### config.mk
export PLATFORM = sky130hd
export DESIGN_NAME = board_init_seq
export DESIGN_NICKNAME = d
export VERILOG_FILES = /design/src/rtl/init_seq_pkg.sv /design/src/rtl/init_strobe_edge.sv /design/src/rtl/init_dwell_timer.sv /design/src/rtl/init_next_state.sv /design/src/rtl/board_init_seq.sv
export SDC_FILE = /design/constraint.sdc
export NUM_CORES = 1
export LEC_CHECK = 0
export ABC_CLOCK_PERIOD_IN_PS = 6200
export BUFFER_PORTS_ARGS = -buffer_cell sky130_fd_sc_hd__buf_4
export CAP_MARGIN = 40
export CORE_MARGIN = 4
export CORE_UTILIZATION = 40
export CTS_BUF_LIST = sky130_fd_sc_hd__clkbuf_16
export CTS_CLUSTER_SIZE = 30
export DETAILED_ROUTE_END_ITERATION = 10
export PLACE_DENSITY = 0.54
export SYNTH_ARGS = -nofsm -noshare
export SYNTH_HDL_FRONTEND = slang
export SYNTH_SLANG_ARGS = --single-unit
### constraint.sdc
create_clock -name clk -period 6.2 [get_ports clk]
set_input_delay 0.93 -clock clk [delete_from_list [all_inputs] [get_ports clk]]
set_output_delay 0.93 -clock clk [all_outputs]
set_load 0.1 [all_outputs]
### src/rtl/init_seq_pkg.sv
package init_seq_pkg;

  typedef enum logic [3:0] {
    ST_IDLE      = 4'd0,
    ST_FPGA_RST  = 4'd1,
    ST_RCV_RST   = 4'd2,
    ST_SER_RST   = 4'd3,
    ST_LOCK_WAIT = 4'd4,
    ST_CLK_RST   = 4'd5,
    ST_PHASE     = 4'd6,
    ST_TRST      = 4'd7,
    ST_RCV_LOAD  = 4'd8,
    ST_FE_RST    = 4'd9,
    ST_PROM_WAIT = 4'd10,
    ST_ERR_RETRY = 4'd11
  } state_e;

  // Commands above the last defined state map onto idle.
  function automatic state_e decode_cmd(input logic [3:0] code);
    if (code <= 4'd11) return state_e'(code);
    return ST_IDLE;
  endfunction

  // True on the final cycle of a dwell of len cycles.
  function automatic logic at_last(input int unsigned cnt, input int unsigned len);
    return cnt == (len - 1);
  endfunction

  function automatic int unsigned max2(input int unsigned a, input int unsigned b);
    return (a > b) ? a : b;
  endfunction

endpackage

### src/rtl/init_strobe_edge.sv
module init_strobe_edge (
  input  logic clk,
  input  logic rst_n,
  input  logic strobe,
  output logic rise
);
  logic strobe_q;

  always_ff @(posedge clk or negedge rst_n) begin
    if (!rst_n) strobe_q <= 1'b0;
    else        strobe_q <= strobe;
  end

  assign rise = strobe & ~strobe_q;
endmodule

### src/rtl/init_dwell_timer.sv
module init_dwell_timer #(
  parameter int CNT_W = 8
) (
  input  logic             clk,
  input  logic             rst_n,
  input  logic             clear,
  output logic [CNT_W-1:0] cnt
);
  always_ff @(posedge clk or negedge rst_n) begin
    if (!rst_n)             cnt <= '0;
    else if (clear)         cnt <= '0;
    else if (cnt != '1)     cnt <= cnt + 1'b1;
  end
endmodule

### src/rtl/init_next_state.sv
module init_next_state
  import init_seq_pkg::*;
#(
  parameter int CNT_W        = 8,
  parameter int RCV_RST_CYC  = 16,
  parameter int SER_RST_CYC  = 16,
  parameter int TRST_CYC     = 14,
  parameter int FE_RST_CYC   = 32,
  parameter int CLK_RST_CYC  = 4,
  parameter int LOCK_WAIT_CYC = 40
) (
  input  state_e           state,
  input  logic [CNT_W-1:0] cnt,
  input  logic             go_rise,
  input  logic [3:0]       cmd_code,
  input  logic             use_prom,
  input  logic             chain,
  input  logic             err,
  input  logic             prom_done,
  input  logic             clk_locked,
  input  logic             pll_lock,
  input  logic             phase_done,
  input  logic             phase_ok,
  output state_e           nxt,
  output logic             set_err,
  output logic             clr_err,
  output logic             set_chain,
  output logic             clr_chain
);
  int unsigned c;
  assign c = 32'(cnt);

  always_comb begin
    nxt       = state;
    set_err   = 1'b0;
    clr_err   = 1'b0;
    set_chain = 1'b0;
    clr_chain = 1'b0;
    case (state)
      ST_IDLE:      if (go_rise) nxt = decode_cmd(cmd_code);
      ST_FPGA_RST:  begin nxt = ST_RCV_RST; set_chain = 1'b1; end
      ST_RCV_RST:   if (at_last(c, RCV_RST_CYC))
                      nxt = use_prom ? ST_PROM_WAIT : ST_CLK_RST;
      ST_RCV_LOAD:  if (at_last(c, RCV_RST_CYC)) nxt = ST_PROM_WAIT;
      ST_PROM_WAIT: if (prom_done) nxt = ST_CLK_RST;
      ST_CLK_RST:   if (c >= CLK_RST_CYC && clk_locked) begin
                      if (chain) begin nxt = ST_SER_RST; clr_chain = 1'b1; end
                      else nxt = ST_IDLE;
                    end
      ST_SER_RST:   if (at_last(c, SER_RST_CYC)) nxt = ST_LOCK_WAIT;
      ST_LOCK_WAIT: if (pll_lock || at_last(c, LOCK_WAIT_CYC)) nxt = ST_IDLE;
      ST_PHASE:     if (phase_done) begin
                      nxt = ST_IDLE;
                      set_err = ~phase_ok;
                    end
      ST_TRST:      if (at_last(c, TRST_CYC)) nxt = ST_IDLE;
      ST_FE_RST:    if (at_last(c, FE_RST_CYC)) nxt = ST_IDLE;
      ST_ERR_RETRY: if (err && !phase_ok) nxt = ST_PHASE;
                    else begin nxt = ST_IDLE; clr_err = err; end
      default:      nxt = ST_IDLE;
    endcase
  end
endmodule

### src/rtl/board_init_seq.sv
module board_init_seq
  import init_seq_pkg::*;
#(
  parameter int RCV_RST_CYC   = 16,
  parameter int SER_RST_CYC   = 16,
  parameter int TRST_CYC      = 14,
  parameter int FE_RST_CYC    = 32,
  parameter int CLK_RST_CYC   = 4,
  parameter int LOCK_WAIT_CYC = 32_000_000
) (
  input  logic       clk,
  input  logic       rst_n,
  input  logic [3:0] cmd_code,
  input  logic       cmd_go,
  input  logic       use_prom,
  input  logic       prom_done,
  input  logic       clk_locked,
  input  logic       pll_lock,
  input  logic       phase_done,
  input  logic       phase_ok,
  output logic       rcv_rst_n,
  output logic       ser_rst_n,
  output logic       trst_n,
  output logic       fe_rst_n,
  output logic       clkmgr_rst,
  output logic       phase_req,
  output logic [3:0] state_code,
  output logic       err_flag
);
  localparam int unsigned MAX_CYC = max2(max2(max2(RCV_RST_CYC, SER_RST_CYC),
                                              max2(TRST_CYC, FE_RST_CYC)),
                                         max2(CLK_RST_CYC + 1, LOCK_WAIT_CYC));
  localparam int CNT_W = $clog2(MAX_CYC) + 1;

  state_e           state_q, nxt;
  logic             err_q, chain_q;
  logic             go_rise, step_done;
  logic             set_err, clr_err, set_chain, clr_chain;
  logic [CNT_W-1:0] cnt;

  init_strobe_edge u_edge (
    .clk(clk), .rst_n(rst_n), .strobe(cmd_go), .rise(go_rise)
  );

  assign step_done = (nxt != state_q);

  init_dwell_timer #(.CNT_W(CNT_W)) u_timer (
    .clk(clk), .rst_n(rst_n), .clear(step_done), .cnt(cnt)
  );

  init_next_state #(
    .CNT_W(CNT_W), .RCV_RST_CYC(RCV_RST_CYC), .SER_RST_CYC(SER_RST_CYC),
    .TRST_CYC(TRST_CYC), .FE_RST_CYC(FE_RST_CYC),
    .CLK_RST_CYC(CLK_RST_CYC), .LOCK_WAIT_CYC(LOCK_WAIT_CYC)
  ) u_next (
    .state(state_q), .cnt(cnt), .go_rise(go_rise), .cmd_code(cmd_code),
    .use_prom(use_prom), .chain(chain_q), .err(err_q),
    .prom_done(prom_done), .clk_locked(clk_locked), .pll_lock(pll_lock),
    .phase_done(phase_done), .phase_ok(phase_ok),
    .nxt(nxt), .set_err(set_err), .clr_err(clr_err),
    .set_chain(set_chain), .clr_chain(clr_chain)
  );

  // Power-up enters the receiver reset with the chain armed.
  always_ff @(posedge clk or negedge rst_n) begin
    if (!rst_n) begin
      state_q <= ST_RCV_RST;
      chain_q <= 1'b1;
      err_q   <= 1'b0;
    end else begin
      state_q <= nxt;
      if (set_chain)      chain_q <= 1'b1;
      else if (clr_chain) chain_q <= 1'b0;
      if (set_err)        err_q <= 1'b1;
      else if (clr_err)   err_q <= 1'b0;
    end
  end

  assign rcv_rst_n  = ~((state_q == ST_RCV_RST) || (state_q == ST_RCV_LOAD));
  assign ser_rst_n  = (state_q != ST_SER_RST);
  assign trst_n     = (state_q != ST_TRST);
  assign fe_rst_n   = (state_q != ST_FE_RST);
  assign clkmgr_rst = (state_q == ST_CLK_RST) && (32'(cnt) < CLK_RST_CYC);
  assign phase_req  = (state_q == ST_PHASE);
  assign state_code = state_q;
  assign err_flag   = err_q;
endmodule

==> results of run 1 <==
[flip-flops by register name, indices dropped and copies added (netlist names)]
register         flops
u_timer.cnt         26
chain_q              1
state_code           4
u_edge.strobe_q      1
err_flag             1
[routing by layer]
metal / track usage / vias to the layer above / share of wire
li1: - / 969 / -
met1: 0.222 / 931 / 0.51
met2: 0.251 / 23 / 0.45
met3: 0.0350 / 6 / 0.027
met4: 0.0417 / 0 / 0.010
met5: 0 / - / 0
[power groups by stage]
stage / clock network (mW) / logic [mW] / registers, mW
after floorplan: 0 / 0.432 / 0.349
after global placement: 0 / 0.564 / 0.290
after detailed placement: 0 / 0.566 / 0.289
after CTS: 0.242 / 0.567 / 0.285
after global routing: 0.250 / 0.599 / 0.293
final: 0.235 / 0.556 / 0.287
[worst max-delay path, delay by kind of cell, from the launching register on]
kind | cells | cell delay, ns
flops | 1 | 0.42
buf+inv | 1 | 0.30
simple gates | 4 | 1.19
[logic make-up after synthesis]
kind of cell,Yosys count,synth area share
simple gates,149,0.414
flops,33,0.346
compound gates,24,0.0809
xor+xnor,24,0.0877
buf+inv,21,0.0480
fa+ha+maj,3,0.0157
mux,2,0.00836
[synthesized netlist by cell type (all sizes together), types with 3 or more instances]
cell | n | share of area
nor3b | 5 | 0.016
and3 | 9 | 0.023
nor4 | 6 | 0.033
or3 | 4 | 0.010
a31o | 3 | 0.011
inv | 8 | 0.013
nand2 | 24 | 0.039
and2 | 4 | 0.010
a31oi | 3 | 0.0078
ha | 3 | 0.016
nor2 | 17 | 0.027
buf | 12 | 0.034
xnor2 | 10 | 0.037
o21ai | 4 | 0.0084
nand4b | 3 | 0.014
nor4b | 4 | 0.017
dfrtp | 31 | 0.32
nor3 | 26 | 0.099
nand3 | 23 | 0.048
nor2b | 5 | 0.013
xor2 | 14 | 0.051
nand4 | 12 | 0.038
[per-stage QoR]
step / util / std cells / setup WS (ns)
after floorplan: - / 256 / 2.46
after global placement: 0.458 / 339 / 3.13
after detailed placement: 0.458 / 339 / 3.08
after CTS: 0.482 / 346 / 3.04
after global routing: 0.482 / 346 / 2.86
final: 0.482 / 346 / 3.08
[layout make-up]
| cell class | count | area [um2] | area share |
|---|---|---|---|
| Clock inverter | 2 | 11.3 | 0.00414 |
| Tap cell | 72 | 90.1 | 0.0331 |
| Sequential cell | 33 | 828 | 0.305 |
| Inverter | 8 | 30.0 | 0.0110 |
| Clock buffer | 5 | 125 | 0.0460 |
| Timing Repair Buffer | 24 | 180 | 0.0663 |
| Multi-Input combinational cell | 202 | 1450 | 0.535 |
[final timing paths]
kind / start / end / slack (ns) / cells after the start
setup / recovery: u_timer.cnt[21]$_DFFE_PN0P_ / clkmgr_rst / 3.08 / 5
hold / removal: chain_q$_DFFE_PN1P_ / chain_q$_DFFE_PN1P_ / 0.51 / 2
setup reg to reg: u_timer.cnt[0]$_DFFE_PN0P_ / u_timer.cnt[4]$_DFFE_PN0P_ / 3.20 / 8
hold reg to reg: chain_q$_DFFE_PN1P_ / chain_q$_DFFE_PN1P_ / 0.51 / 2
max in group asynchronous: rst_n / state_code[1]$_DFF_PN1_ / 5.26 / 1
min in group asynchronous: rst_n / u_timer.cnt[19]$_DFFE_PN0P_ / 0.60 / 1
==> results.tsv, run 1 <==
metric	value	unit
hold_viol_final	0	
grt_overflow	0	
worstSkewPairLatency	0.28	ns
grt_max_degree	34	
cp_max_fo	6	
maxSlewViolCount	0	
firstDrtPassIters	4	
power.switching	0.557	mW
drive_gt1_frac	0.248	
syn-cell-area	0.00240	mm2
port_buffers	23	
hold_path.class	register to register	
path_class	register to output pin	
die-area	0.00729	mm2
worst_pin_slew	0.838	ns
maxCapViolations	0	
fillers	543	
die_w	85.4	um
clock_skew	0.00290	ns
clkPwrFrac	0.218	
rows	27	
start_kind	register	
seq_area_frac_synth	0.346	
ys_async_sr_fraction	1.00	
rsz0062_at_grt	no	
route.detailed.drc	0	
vdd_drop_max	0.000232	V
gp_congestion	0.778	
cp_slowest_cell	or3_1	
clk_path_buf_depth	2	
crit_chain	nor4_2 > nand4b_2 > or3_1 > nor2_1 > buf_4	
hold_ws	0.510	ns
drt-wirelength-per-cell	15.8	um
max_freq	0.321	GHz
synth-edff-count	0	
final_common_cell	dfrtp_1	
routed_wirelength	5.47	mm
grt_usage	0.160	
syn_inst	256	
avgSynthCellArea	9.36	um2
max_stage_delay	0.45	ns
grt_pass1_vias	1870	
syn_to_final_growth	13.4	%
power.internal	0.520	mW
first_iter_violations	131	
crit_required	5.27	ns
cts_resized	0	
timing.final.crit_period	3.12	ns
start_util	0.425	
fin_crit_sh	0.503	
diodes	0	
ant_nets	0	
finalSetupViolations	0	
end_kind	output pin	
clkSinkCount	33	
final_area	0.00272	mm2
die_y	85.4	um
p_per_area	396	mW/mm2
status	complete, no violations	
p_sw_frac	0.517	
placed_area	0.00258	mm2
htreeDepth	2	
via_per_inst	5.58	
io_pins	24	
synth_flop_cell	dfrtp_1	
ys_ff_latch	33	
mostFrequentLayoutCells	dfrtp_1, buf_4, nand3_1, nand2_1, nor3_2	
fp.coreArea	0.00564	mm2
grt_first_pass_wirelength	9.45	mm
final_nets	290	
cts_hold_buf	0	
clk_pin_slew	0.06	ns
vias	1929	
antenna_found_initial	0	
cts_buffers	5	
hpwl	3.93	mm
post_cts_buffers	0	
yosys_warnings	0	
worst_ep_arrival_time	2.19	ns
syn_nets	272	
power.share.combinational	0.516	
cts_tree	built	
maxSlewHeadroom	0.437	
p_leak	1.09	nW
total_power	1.08	mW
power_frac_seq	0.266	
setup_tns	0	ns
root_buffer	clkbuf_16	
synth_cell_types	55	
No activity file was read; power rests on OpenSTA's default activity.
==> inputs of run 2 (changes only) <==
- ABC_CLOCK_PERIOD_IN_PS: 6200 -> 3100
- clock period: 6.2 -> 3.1 ns (I/O delays scaled with it)
==> run 2 against run 1 <==
Compared with the run above:
- worst setup slack got worse by 2.7 ns
- core utilization is 2.2 points higher
- register-to-register slack lost 2.8 ns
- combinational power up 130%
- clock power rose by 140%
- wire length grew 3.0%
- first-iteration DRC count down 26%
- clock skew is 0.0021 ns higher
- global-route usage up 0.34 points
- final area increased by 4.5%
- die area unchanged
- critical path depth up 5
- critical path type is now register to register
- critical endpoint is now u_timer.cnt[24]$_DFFE_PN0P_
- largest power group unchanged
==> results.tsv, run 2 (synthesis gave the netlist of run 1 again) <==
metric	value	unit	change
maxSlewViolCount	0		unchanged
start_util	0.425		unchanged
maxCapViolations	0		unchanged
clock_skew	0.00500	ns	+0.00209 ns
drt-wirelength-per-cell	16.0	um	+1.2%
ant_nets	0		unchanged
grt_overflow	0		unchanged
worstSkewPairLatency	0.28	ns	about the same
pre_cts_slack	0.283	ns	-2.80 ns
grt_pass1_vias	1891		+1.1%
die_w	85.4	um	unchanged
clkSinkCount	33		unchanged
p_leak	1.14	nW	+4.8%
setup_ws	0.352	ns	-2.73 ns
antenna_found_initial	0		unchanged
first_iter_violations	97		-26%
route.detailed.drc	0		unchanged
fin_crit_sh	0.886		
rr_worst_depth	10		+2
largest-register	u_timer.cnt		
syn_to_final_growth	18.5	%	
max_freq	0.364	GHz	
root_buffer	clkbuf_16		
grt_usage	0.163		+0.00339
vias	1998		+3.6%
clk_path_buf_depth	2		unchanged
hold_path.class	input pin to asynchronous set/reset pin		
rows	27		unchanged
io_pins	24		unchanged
status	complete, no violations		
htreeDepth	2		unchanged
clk_pin_slew	0.05	ns	about the same
end_kind	register		
mostFrequentLayoutCells	dfrtp_1, buf_4, nand2_1, nand3_1, nor3_2		
gp_congestion	0.773		-0.66%
die-area	0.00729	mm2	unchanged
path_class	register to register		
drive_gt1_frac	0.279		+0.0304
diodes	0		unchanged
vdd_drop_max	0.000702	V	+200%
crit_required	3.30	ns	-1.97 ns
rr_startpoint	u_timer.cnt[0]$_DFFE_PN0P_		
firstDrtPassIters	4		unchanged
timing.final.crit_period	2.75	ns	
worst_ep_arrival_time	2.95	ns	+0.76 ns
largest_reg_flops	26		unchanged
rsz0062_at_grt	no		
setup_tns	0	ns	unchanged
hold_viol_final	0		unchanged
final_common_cell	dfrtp_1		
routed_wirelength	5.63	mm	+3.0%
die_y	85.4	um	unchanged
worst_pin_slew	0.690	ns	-0.148 ns
final_nets	295		+1.7%
cp_max_fo	15		+9
r2r_setup_slack	0.35	ns	-2.85 ns
cts_tree	built		
p_per_area	846	mW/mm2	+110%
port_buffers	23		unchanged
via_per_inst	5.68		+1.8%
maxSlewHeadroom	0.540		+0.103
start_kind	register		
r2r_end	u_timer.cnt[24]$_DFFE_PN0P_		
cts_buffers	5		unchanged
grt_first_pass_wirelength	9.58	mm	+1.3%
hpwl	4.15	mm	+5.5%
grt_max_degree	34		unchanged
finalSetupViolations	0		unchanged
fp.coreArea	0.00564	mm2	unchanged
[run 2: cell count changes in the layout (fill, tap and decap cells not counted), sizes merged]
| cell | previous run | this run |
|---|---|---|
| clkinvlp | 1 | 0 |
| buf | 24 | 29 |
| bufinv | 0 | 1 |
| inv | 8 | 9 |
[run 2: critical path, stage by stage, from the launching register on]
cell	delay, ns
dfrtp_1	0.42
ha_1	0.22
and3_1	0.29
and4_1	0.27
nand3_1	0.11
a21boi_0	0.35
a31o_2	0.24
nand4_4	0.23
buf_12	0.24
buf_4	0.15
nor3_2	0.15
[run 2: how the worst max path moves through the flow]
| stage | start | endpoint | slack [ns] |
|---|---|---|---|
| 6_report | u_timer.cnt[0]$_DFFE_PN0P_ | u_timer.cnt[24]$_DFFE_PN0P_ | 0.35 |
| 4_1_cts | state_code[1]$_DFF_PN1_ | u_timer.cnt[24]$_DFFE_PN0P_ | 0.26 |
| 3_5_place_dp | state_code[1]$_DFF_PN1_ | u_timer.cnt[24]$_DFFE_PN0P_ | 0.28 |
| 3_3_place_gp | state_code[1]$_DFF_PN1_ | u_timer.cnt[24]$_DFFE_PN0P_ | 0.30 |
| 2_1_floorplan | u_timer.cnt[5]$_DFFE_PN0P_ | clkmgr_rst | 0.04 |
| 5_1_grt | u_timer.cnt[13]$_DFFE_PN0P_ | u_timer.cnt[22]$_DFFE_PN0P_ | 0.09 |
[run 2: per-layer routing]
metal,part of all wire,global-route usage
met1,0.50,0.235
met3,0.041,0.0350
met5,0,0
met2,0.45,0.244
met4,0.015,0.0475
[run 2: final cells by class]
class	instances	area [um2]
clock inverters	3	37.5
clock buffers	5	125
repair buffers	29	243
flip-flops and latches	33	831
well taps	72	90.1
inverters	8	30.0
multi-input cells	202	1480
fillers	540	2800
[run 2: power breakdown]
group          total (mW)  internal (mW)  switching, mW
Sequential          0.579          0.476          0.103
Combinational        1.27          0.403          0.868
Clock               0.553          0.373          0.180
Total                2.40           1.25           1.15
[run 2: repair_timing]
action / CTS / global route
hold buffers: 0 / 0
setup buffers: 0 / 0
gates resized for setup: 0 / 1
endpoints found under the setup margin: 0 / 4
[run 2: metrics by stage]
stage                     utilization  instance area [um2]  std cells  total power, mW  hold WS, ns
after floorplan                     -                 2420        256             1.58        0.169
after global routing            0.503                 2840        352             2.53        0.171
after CTS                       0.502                 2830        352             2.43        0.154
after global placement          0.473                 2670        344             1.86        0.446
final                           0.503                 2840        352             2.40        0.131
after detailed placement        0.473                 2670        344             1.87        0.449
